[config.mk]
export PLATFORM = sky130hd
export DESIGN_NAME = sram_ctrl
export DESIGN_NICKNAME = d
export VERILOG_FILES = /design/src/rtl/sram_ctrl.sv
export SDC_FILE = /design/constraint.sdc
export NUM_CORES = 1
export LEC_CHECK = 0
export BUFFER_PORTS_ARGS = -buffer_cell sky130_fd_sc_hd__buf_2
export CAP_MARGIN = 20
export CORE_MARGIN = 8
export CORE_UTILIZATION = 49
export CTS_CLUSTER_DIAMETER = 80
export DETAILED_ROUTE_END_ITERATION = 10
export GPL_TIMING_DRIVEN = 0
export PLACE_DENSITY = 0.76
export SLEW_MARGIN = 10
export SYNTH_ARGS = -nofsm -noshare
export SYNTH_HDL_FRONTEND = slang
export SYNTH_SLANG_ARGS = --single-unit
[constraint.sdc]
create_clock -name clk -period 1.87 [get_ports clk]
set_input_delay 0.187 -clock clk [delete_from_list [all_inputs] [get_ports clk]]
set_output_delay 0.187 -clock clk [all_outputs]
set_load 0.005 [all_outputs]
[src/rtl/sram_ctrl.sv]
`timescale 1ns/1ps
module sram_ctrl #(
  parameter int ADDR_W   = 17,
  parameter int DATA_W   = 8,
  parameter int CLK_NS   = 20,
  parameter int T_RC_NS  = 70,
  parameter int T_WC_NS  = 70,
  parameter int T_PWE_NS = 55,
  parameter int T_SD_NS  = 30,
  parameter int T_OE_NS  = 35,
  parameter int T_AW_NS  = 60
) (
  input  logic              clk,
  input  logic              rst_n,
  input  logic              req_valid,
  output logic              req_ready,
  input  logic              req_write,
  input  logic [ADDR_W-1:0] req_addr,
  input  logic [DATA_W-1:0] req_wdata,
  output logic [DATA_W-1:0] rd_data,
  output logic              rd_valid,
  output logic [ADDR_W-1:0] mem_addr,
  output logic              mem_ce1_n,
  output logic              mem_ce2,
  output logic              mem_oe_n,
  output logic              mem_we_n,
  output logic [DATA_W-1:0] mem_dout,
  output logic              mem_dout_en,
  input  logic [DATA_W-1:0] mem_din
);

  function automatic int ns2cyc(input int ns);
    int c;
    c = (ns + CLK_NS - 1) / CLK_NS;
    return (c < 1) ? 1 : c;
  endfunction

  function automatic int imax(input int a, input int b);
    return (a > b) ? a : b;
  endfunction

  localparam int RD_CYC = imax(ns2cyc(T_RC_NS), ns2cyc(T_OE_NS));
  localparam int PW_CYC = imax(ns2cyc(T_PWE_NS), ns2cyc(T_SD_NS));
  localparam int SU_CYC = imax(1, imax(ns2cyc(T_AW_NS) - PW_CYC, ns2cyc(T_WC_NS) - PW_CYC - 1));
  localparam int CNT_W  = $clog2(imax(RD_CYC, imax(PW_CYC, SU_CYC)) + 1);

  typedef enum logic [2:0] {
    IDLE, RD_ACCESS, RD_CAPTURE, WR_SETUP, WR_PULSE, WR_END, TURNAROUND
  } state_t;

  state_t             st, st_nx;
  logic [CNT_W-1:0]   cnt, cnt_nx;
  logic               last_wr;
  logic               accept;
  logic               sel_nx;
  logic [ADDR_W-1:0]  addr_q;
  logic [DATA_W-1:0]  wdata_q, rdata_q;

  assign accept    = (st == IDLE) && req_valid;
  assign req_ready = (st == IDLE);
  assign rd_valid  = (st == RD_CAPTURE);
  assign rd_data   = rdata_q;
  assign mem_addr  = addr_q;
  assign mem_dout  = wdata_q;
  assign sel_nx    = (st_nx == RD_ACCESS) || (st_nx == WR_SETUP) ||
                     (st_nx == WR_PULSE)  || (st_nx == WR_END);

  always_comb begin
    st_nx  = st;
    cnt_nx = (cnt != '0) ? cnt - 1'b1 : cnt;
    case (st)
      IDLE:
        if (req_valid) begin
          if (req_write != last_wr) begin
            st_nx = TURNAROUND;
          end else if (req_write) begin
            st_nx  = WR_SETUP;
            cnt_nx = CNT_W'(SU_CYC - 1);
          end else begin
            st_nx  = RD_ACCESS;
            cnt_nx = CNT_W'(RD_CYC - 1);
          end
        end
      TURNAROUND:
        if (last_wr) begin
          st_nx  = WR_SETUP;
          cnt_nx = CNT_W'(SU_CYC - 1);
        end else begin
          st_nx  = RD_ACCESS;
          cnt_nx = CNT_W'(RD_CYC - 1);
        end
      RD_ACCESS:  if (cnt == '0) st_nx = RD_CAPTURE;
      RD_CAPTURE: st_nx = IDLE;
      WR_SETUP:
        if (cnt == '0) begin
          st_nx  = WR_PULSE;
          cnt_nx = CNT_W'(PW_CYC - 1);
        end
      WR_PULSE:   if (cnt == '0) st_nx = WR_END;
      WR_END:     st_nx = IDLE;
      default:    st_nx = IDLE;
    endcase
  end

  always_ff @(posedge clk or negedge rst_n) begin
    if (!rst_n) begin
      st          <= IDLE;
      cnt         <= '0;
      last_wr     <= 1'b0;
      addr_q      <= '0;
      wdata_q     <= '0;
      rdata_q     <= '0;
      mem_ce1_n   <= 1'b1;
      mem_ce2     <= 1'b0;
      mem_oe_n    <= 1'b1;
      mem_we_n    <= 1'b1;
      mem_dout_en <= 1'b0;
    end else begin
      st          <= st_nx;
      cnt         <= cnt_nx;
      mem_ce1_n   <= !sel_nx;
      mem_ce2     <= sel_nx;
      mem_oe_n    <= (st_nx != RD_ACCESS);
      mem_we_n    <= (st_nx != WR_PULSE);
      mem_dout_en <= (st_nx == WR_PULSE) || (st_nx == WR_END);
      if (accept) begin
        addr_q  <= req_addr;
        wdata_q <= req_wdata;
        last_wr <= req_write;
      end
      if (st == RD_ACCESS && cnt == '0) rdata_q <= mem_din;
    end
  end

endmodule

==> impl.org, run 1 <==
** Critical path
- On the critical path, the stage with the largest delay is an instance of sky130_fd_sc_hd__dfrtp_1.
- The number of cells on the worst reg-to-reg path is 7.
- Startpoint Class :: register
- Launching point of the worst reg2reg path :: cnt[0]$_DFF_PN0_
- In this run the worst setup path terminates at rd_data[0]$_DFFE_PN0P_.
- For this run, the slowest stage of the critical path takes 0.37 ns.
- Of all nets on the critical path, the largest fanout is 8.
- Launching instance or port of the critical path :: cnt[0]$_DFF_PN0_
- Crit path buffers/inverters :: 3
- The setup check on the worst reg-to-reg path leaves a slack of 0.10 ns.
- Worst reg2reg path endpoint :: rd_data[0]$_DFFE_PN0P_
- CP cell instances :: inv_1 -> ha_1 -> nor2b_1 -> buf_4 -> and3_1 -> buf_2 -> mux2_2
- Kind of capture point of the worst setup path :: register
- Data arrival at the endpoint of the critical path :: 1.94 ns
- Depth of the critical timing path with buffers and inverters included :: 7
- The cell family contributing the most delay on the critical path is buffers and inverters.
- The critical path is of the register to register type.
- For the worst setup path, the data required time is 2.04 ns.

** STA
- Timing would allow up to 566 MHz.
- Setup violations remaining at the end of the flow were counted as 0.
- The final max-slew violation count came to 0.
- Least-Margin Pin Slew :: 0.451 ns
- Skew final :: 0.00262 ns
- After routing, the total negative slack on setup checks comes to 0 ns.
- Final-report hold violation count :: 0
- RSZ-0062 raised after global routing :: false
- Max-slew headroom at the worst pin :: 69.6%
- The worst path needs 1.77 ns of the cycle, external delays included.
- Dividing the final minimum period by the clock period gives 94.4%.

** GRT
- After global routing the overflow that remains totals 0.
- Initial antenna violation count :: 0
- Via count of the first global-routing pass :: 1437
- First-pass GRT wire length :: 7.18 mm
- Maximum number of pins on one net before global-route repair :: 46
- Global routing consumed, over all layers together, 13.9% of the routing resources.

** Min path
- Hold Path Origin :: req_addr[10]
- Hold WC Path Type :: primary input to register

** Run status
- The run finished with clean final reports.

** Detailed routing
- Vias after detailed routing :: 1486
- In the routed layout, each cell is associated on average with a via count of 5.04.
- Routed wl met3 :: 411 um
- The count of nets left with antenna violations once routing finished came out at 0.
- Routed signal wires occupy layers up through met4.
- Drt initial violations :: 57
- Post-route DRC violation count :: 0
- Sum of routed wire segments on met1 :: 1.97 mm
- In the final routed layout, each cell accounts on average for 15.4 um.
- The first detailed-routing pass ran for 4 iterations.
- Routed Wire Length :: 4.54 mm
- Met2 wire length :: 2.13 mm

** Synthesis
- Sequential cells were found to cover 53.7% of the synthesized design area.
- Of the post-synthesis cell area, the dominant cell type holds 49.9%.
- Summing every instance area after synthesis gives 2110 um2.
- Yosys mapped the design onto 41 distinct sky130hd cell types.
- Counting every instance in the synthesized netlist gives 157.
- Syn nets :: 198
- Counting flops with an async set or reset pin after synthesis yields a share of 100%.
- Flop and latch count out of synthesis :: 45
- Leading register cell type out of synthesis :: sky130_fd_sc_hd__dfrtp_1
- Ranked by total cell area, the synthesized netlist is headed by sky130_fd_sc_hd__dfrtp_1, sky130_fd_sc_hd__mux2_4, sky130_fd_sc_hd__mux2_2.
- Syn Area/Cell :: 13.4 um2
- Cell taking the most area after synthesis :: sky130_fd_sc_hd__dfrtp_1
- Post-synth EDFFs :: 0
- Number of warning messages in the yosys log :: 0

** Clock tree
- Counting the buffers created by CTS gives 5.
- CTS tree :: built
- The tree is rooted in a sky130_fd_sc_hd__clkbuf_8.
- Worst-path clk slew :: 0.08 ns
- Clock Path Buffers :: 2
- The clock net in this run drives a total of 45 sinks.
- Post-CTS setup buffer count :: 0
- The H-tree was split into 2 levels.
- Clock latency on the worst-skew pair, taken at its later pin, is 0.29 ns.

** Final layout
- At the end of the flow, the number of nets in the layout was 283.
- Antenna diode count :: 0
- The layout has 360 filler cells.
- Most common library cell in the layout ignoring fill and taps :: sky130_fd_sc_hd__buf_2
- Area of the multi-input gates :: 830 um2
- Cells fill 63.0% of the core in the end.
- Across the whole layout, storage elements account for 1130 um2.
- The library cells used most frequently in the layout, excluding fill and tap cells, are sky130_fd_sc_hd__buf_2, sky130_fd_sc_hd__dfrtp_1, sky130_fd_sc_hd__mux2_4.
- Area delta synth->final :: 26.7%
- Proportion of layout cells with a drive suffix above 1 :: 56.0%

** Die
- Core area :: 4230 um2
- Site Rows :: 24
- Top-level I/O count :: 77
- The die covers 6650 um2.
- Y dimension of the die :: 81.6 um
- Die Wd :: 81.6 um
- The initial utilization of the core area, before any placement, comes to 49.7%.

** Placement
- Placed wire-length estimate after detailed placement :: 3.46 mm
- Number of buffer cells added on primary ports :: 76
- The congestion estimate from routability-driven global placement came to 0.853.

** Power and ir drop
- IR analysis of the VDD net gives a maximum drop of 0.614 mV.
- In this run the power density over the cells is 1720 nW/um2.
- For this design the static power due to leakage is 0.00135 uW.

** Job
- Max Cap Viol :: 0
-- worst reg2reg max path: cells and delay by family (launching register included) --
| family | cells | cell delay (ns) |
|---|---|---|
| flops | 1 | 0.37 |
| mux | 1 | 0.36 |
| buf+inv | 3 | 0.47 |
| simple gates | 2 | 0.28 |
| fa+ha+maj | 1 | 0.18 |
-- layer usage --
| layer | vias up | GRT usage, % |
|---|---|---|
| met1 | 722 | 19.1 |
| li1 | 710 | - |
| met2 | 51 | 20.4 |
| met5 | - | 0 |
| met4 | 0 | 3.21 |
| met3 | 3 | 5.03 |
-- power breakdown --
group / internal (uW) / total (uW) / switching, uW
Combinational: 1290 / 2320 / 1030
Clock: 259 / 562 / 303
Sequential: 1490 / 1710 / 223
Total: 3030 / 4590 / 1560
-- sequential cells by signal, indices dropped and copies added, names as in the netlist, 3 cells and up --
signal / count
rd_data: 8
mem_dout: 8
cnt: 3
st: 3
mem_addr: 17
-- worst min-delay path by stage --
stage,to,slack (ns),cells past startpoint
2_1_floorplan,cnt[0]$_DFF_PN0_,-0.11,0
3_3_place_gp,mem_addr[13]$_DFFE_PN0P_,0.40,1
3_5_place_dp,mem_addr[13]$_DFFE_PN0P_,0.40,1
4_1_cts,mem_addr[13]$_DFFE_PN0P_,0.08,1
5_1_grt,mem_addr[10]$_DFFE_PN0P_,0.11,2
6_report,mem_addr[10]$_DFFE_PN0P_,0.12,2
-- final cells by class --
type	count	share of cell area [%]
tap	52	2.44
timing repair buffer	78	15.4
sequential	45	42.3
inverter	12	1.69
multi-input combinational	90	31.1
clock buffer	6	2.72
buffer	10	3.98
clock inverter	2	0.375
-- synthesized netlist by cell type, types with 3 or more instances --
master / count
sky130_fd_sc_hd__mux2_2: 15
sky130_fd_sc_hd__ha_1: 4
sky130_fd_sc_hd__nor3_1: 3
sky130_fd_sc_hd__buf_2: 4
sky130_fd_sc_hd__nor2_1: 5
sky130_fd_sc_hd__inv_1: 11
sky130_fd_sc_hd__dfrtp_1: 42
sky130_fd_sc_hd__buf_12: 3
sky130_fd_sc_hd__o21ai_0: 4
sky130_fd_sc_hd__dfstp_2: 3
sky130_fd_sc_hd__nand2_1: 6
sky130_fd_sc_hd__o22ai_1: 3
sky130_fd_sc_hd__a21oi_1: 6
sky130_fd_sc_hd__mux2_4: 18
sky130_fd_sc_hd__a31oi_1: 3
-- per-stage QoR --
step | cell area, um2 | power (uW) | setup WS (ns) | hold slack [ns] | cells
after floorplan | 2110 | 3250 | 0.253 | -0.109 | 157
after global placement | 2550 | 3970 | 0.114 | 0.404 | 285
after detailed placement | 2550 | 4050 | 0.0754 | 0.399 | 285
after CTS | 2630 | 4630 | 0.0639 | 0.0780 | 293
after global routing | 2670 | 4980 | 0.00208 | 0.106 | 295
final | 2670 | 4590 | 0.105 | 0.122 | 295
-- timing repair --
item,in CTS,in global routing
setup endpoints to repair,0,10
gates resized for setup,0,2
hold buffers,0,1
hold endpoints to repair,0,16
-- cells by family (layout without fill, tap and decap cells) --
logic type | Yosys count | count (layout) | synth area share (%)
buffers and inverters | 22 | 108 | 7.07
XOR/XNOR | 2 | 2 | 0.832
multiplexers | 34 | 34 | 21.3
AND/OR/NAND/NOR | 25 | 25 | 6.66
flip-flops | 45 | 45 | 53.7
AO/OA/AOI/OAI | 25 | 25 | 8.08
adder cells (fa/ha/maj) | 4 | 4 | 2.38
No activity file was read; power rests on OpenSTA's default activity.
==> run 2, diff against run 1 <==
--- a/config.mk
+++ b/config.mk
@@ -12,6 +12,7 @@
 export CTS_CLUSTER_DIAMETER = 80
 export DETAILED_ROUTE_END_ITERATION = 10
 export GPL_TIMING_DRIVEN = 0
+export HOLD_SLACK_MARGIN = 0.15
 export PLACE_DENSITY = 0.76
 export SLEW_MARGIN = 10
 export SYNTH_ARGS = -nofsm -noshare
==> impl.org, run 2 (synthesis results as in run 1) <==
** GRT
- Maximum number of pins on one net before global-route repair :: 46
- Initial antenna violation count :: 0
- Via count of the first global-routing pass :: 1649
- First-pass GRT wire length :: 8.27 mm
- Global routing consumed, over all layers together, 16.1% of the routing resources.
- Remaining global-route overflow :: 0

** Critical path
- The critical path starts at cnt[0]$_DFF_PN0_.
- CP cell instances :: inv_1 -> ha_1 -> nor2b_1 -> buf_4 -> and3_1 -> buf_2 -> mux2_2
- The cell family contributing the most delay on the critical path is buffers and inverters.
- For flop-to-flop paths, the worst setup slack is 0.10 ns.
- Startpoint Class :: register
- Data arrives at the worst endpoint at 1.94 ns.
- Start-to-end type of the worst setup path :: register to register
- Worst setup path endpoint :: rd_data[0]$_DFFE_PN0P_
- STA classifies the critical path endpoint as a register.
- Worst reg2reg path endpoint :: rd_data[0]$_DFFE_PN0P_
- At the worst endpoint, the required time is 2.05 ns.
- Together, buffers and inverters on the worst path number 3.
- For this run, the slowest stage of the critical path takes 0.37 ns.
- In this run the critical register-to-register path is launched from cnt[0]$_DFF_PN0_.
- In this run the worst path has a maximum fanout of 8.
- Among all stages on the critical path, the largest delay is contributed by sky130_fd_sc_hd__dfrtp_1.
- Depth of the critical timing path with buffers and inverters included :: 7
- Cells on worst reg2reg path :: 7

** Power and ir drop
- Static Leak :: 0.00149 uW
- Total power for the finished layout comes to 4690 uW.
- VDD sags by at most 0.618 mV.
- For this design the ratio of total power to cell area is 1560 nW/um2.

** Job
- Max Cap Viol :: 0

** Final layout
- Largest register FFs :: 17
- Final design utilization :: 71.1%
- Compared with the post-synthesis result, the final layout area differs by 42.9%.
- The repair_antennas step left the layout with diodes totalling 0.
- Excluding fillers, the count of instances in the completed layout stands at 329.
- Most common library cell in the layout ignoring fill and taps :: sky130_fd_sc_hd__buf_2
- For this run, the post-layout net count is 317.
- Cells with a size suffix above 1 make up 49.1% of the layout.
- The library cells used most frequently in the layout, excluding fill and tap cells, are sky130_fd_sc_hd__buf_2, sky130_fd_sc_hd__dfrtp_1, sky130_fd_sc_hd__dlygate4sd3_1.

** Min path
- The tightest min-delay check is of the primary input to register type.

** Clock tree
- Clock latency on the worst-skew pair, taken at its later pin, is 0.29 ns.
- The clock passes through at most 2 buffers.
- CTS tree :: built
- Clock buffers created by TritonCTS :: 5
- Number of sinks handled by clock tree synthesis :: 45
- CTS root buf :: sky130_fd_sc_hd__clkbuf_8
- Worst-path clk slew :: 0.08 ns
- CTS H-tree lvls :: 2

** Detailed routing
- Number of nets with antenna violations after detailed routing :: 0
- Per-cell routed wire length :: 16.2 um
- The first detailed-routing pass ran for 4 iterations.
- After detailed routing, the number of remaining DRC violations is 0.
- Vias after detailed routing :: 1622
- Drt initial violations :: 53
- After detailed routing, the number of vias per cell comes to 4.93.
- The routed design has 5.32 mm of wire.

** Die
- Measured along the x axis, the die boundary spans 81.6 um.
- Core area :: 4230 um2
- Die footprint :: 6650 um2
- Top-level I/O count :: 77
- Site Rows :: 24
- Starting utilization of the core area :: 49.7%
- From bottom edge to top edge, the die measures 81.6 um.

** STA
- Setup repair after global routing left no endpoint under its margin.
- Least-Margin Pin Slew :: 0.489 ns
- Setup total negative slack on the finished layout was measured at 0 ns.
- Of the available clock period, the critical path in the final layout requires 94.4%.
- Minimum setup slack in the final design :: 0.104 ns
- The number of hold violations in the final report was 0.
- Minimum period implied by the final worst setup slack :: 1.77 ns
- Max-slew headroom at the worst pin :: 67.0%
- The final max-slew violation count came to 0.
- Setup violations remaining at the end of the flow were counted as 0.
- Based on the critical path, the design can be clocked at up to 566 MHz.
- Skew final :: 0.00141 ns

** Placement
- Number of buffer cells added on primary ports :: 76
- Placer's final routability congestion estimate :: 0.853
- Including well taps, the total number of placed cells is 285.
- Detailed placement ended at an HPWL of 3.46 mm.
- Pre-CTS setup slack :: 0.0754 ns

** Run status
- The run finished with clean final reports.
-- run 2: cell types whose count changed in the layout (fill, tap and decap cells not counted), sizes merged --
cell | before | now
dlygate4sd3 | 1 | 35
-- run 2: layout make-up --
| class | count | area [um2] |
|---|---|---|
| fill | 299 | 1220 |
| sequential | 45 | 1130 |
| multi-input combinational | 90 | 830 |
| timing repair buffer | 112 | 751 |
| buffer | 10 | 106 |
| clock buffer | 6 | 72.6 |
| tap | 52 | 65.1 |
| inverter | 12 | 45.0 |
| clock inverter | 2 | 10.0 |
-- run 2: report_power, final --
part | switching [uW] | total [uW] | internal [uW]
clock network | 311 | 570 | 259
logic | 1070 | 2400 | 1340
registers | 233 | 1720 | 1490
total | 1610 | 4690 | 3080
-- run 2: worst min-delay path by stage --
stage | start | cells after the start | endpoint | slack [ns]
detailed placement | rst_n | 1 | mem_addr[13]$_DFFE_PN0P_ | 0.40
global route | req_valid | 4 | st[2]$_DFF_PN0_ | 0.32
finish | req_valid | 4 | st[2]$_DFF_PN0_ | 0.28
CTS | req_valid | 4 | st[2]$_DFF_PN0_ | 0.26
global placement | rst_n | 1 | mem_addr[13]$_DFFE_PN0P_ | 0.40
floorplan | rst_n | 0 | cnt[0]$_DFF_PN0_ | -0.11
-- run 2: per-stage QoR --
| stage | hold WS (ns) | area [um2] |
|---|---|---|
| after floorplan | -0.109 | 2110 |
| after global placement | 0.404 | 2550 |
| after detailed placement | 0.399 | 2550 |
| after CTS | 0.261 | 2980 |
| after global routing | 0.319 | 3010 |
| final | 0.277 | 3010 |
-- run 2: timing repair --
action,in CTS,in global routing
buffers inserted,0,0
resized for setup,0,2
setup endpoints to repair,0,10
hold endpoints to repair,76,0
hold buffers,35,0
-- run 2: per-layer routing --
metal  vias to the layer above  track usage [%]  part of all wire [%]
met4                         0             3.21                  0.51
met3                         3             4.60                   7.9
met2                        63             26.4                    50
met1                       782             20.7                    42
met5                         -                0                     0
li1                        774                -                     -
-- run 2: worst reg2reg max path, cell delays in order, from the launching register on --
cell	delay, ns
sky130_fd_sc_hd__dfrtp_1	0.37
sky130_fd_sc_hd__inv_1	0.11
sky130_fd_sc_hd__ha_1	0.18
sky130_fd_sc_hd__nor2b_1	0.13
sky130_fd_sc_hd__buf_4	0.15
sky130_fd_sc_hd__and3_1	0.15
sky130_fd_sc_hd__buf_2	0.21
sky130_fd_sc_hd__mux2_2	0.36
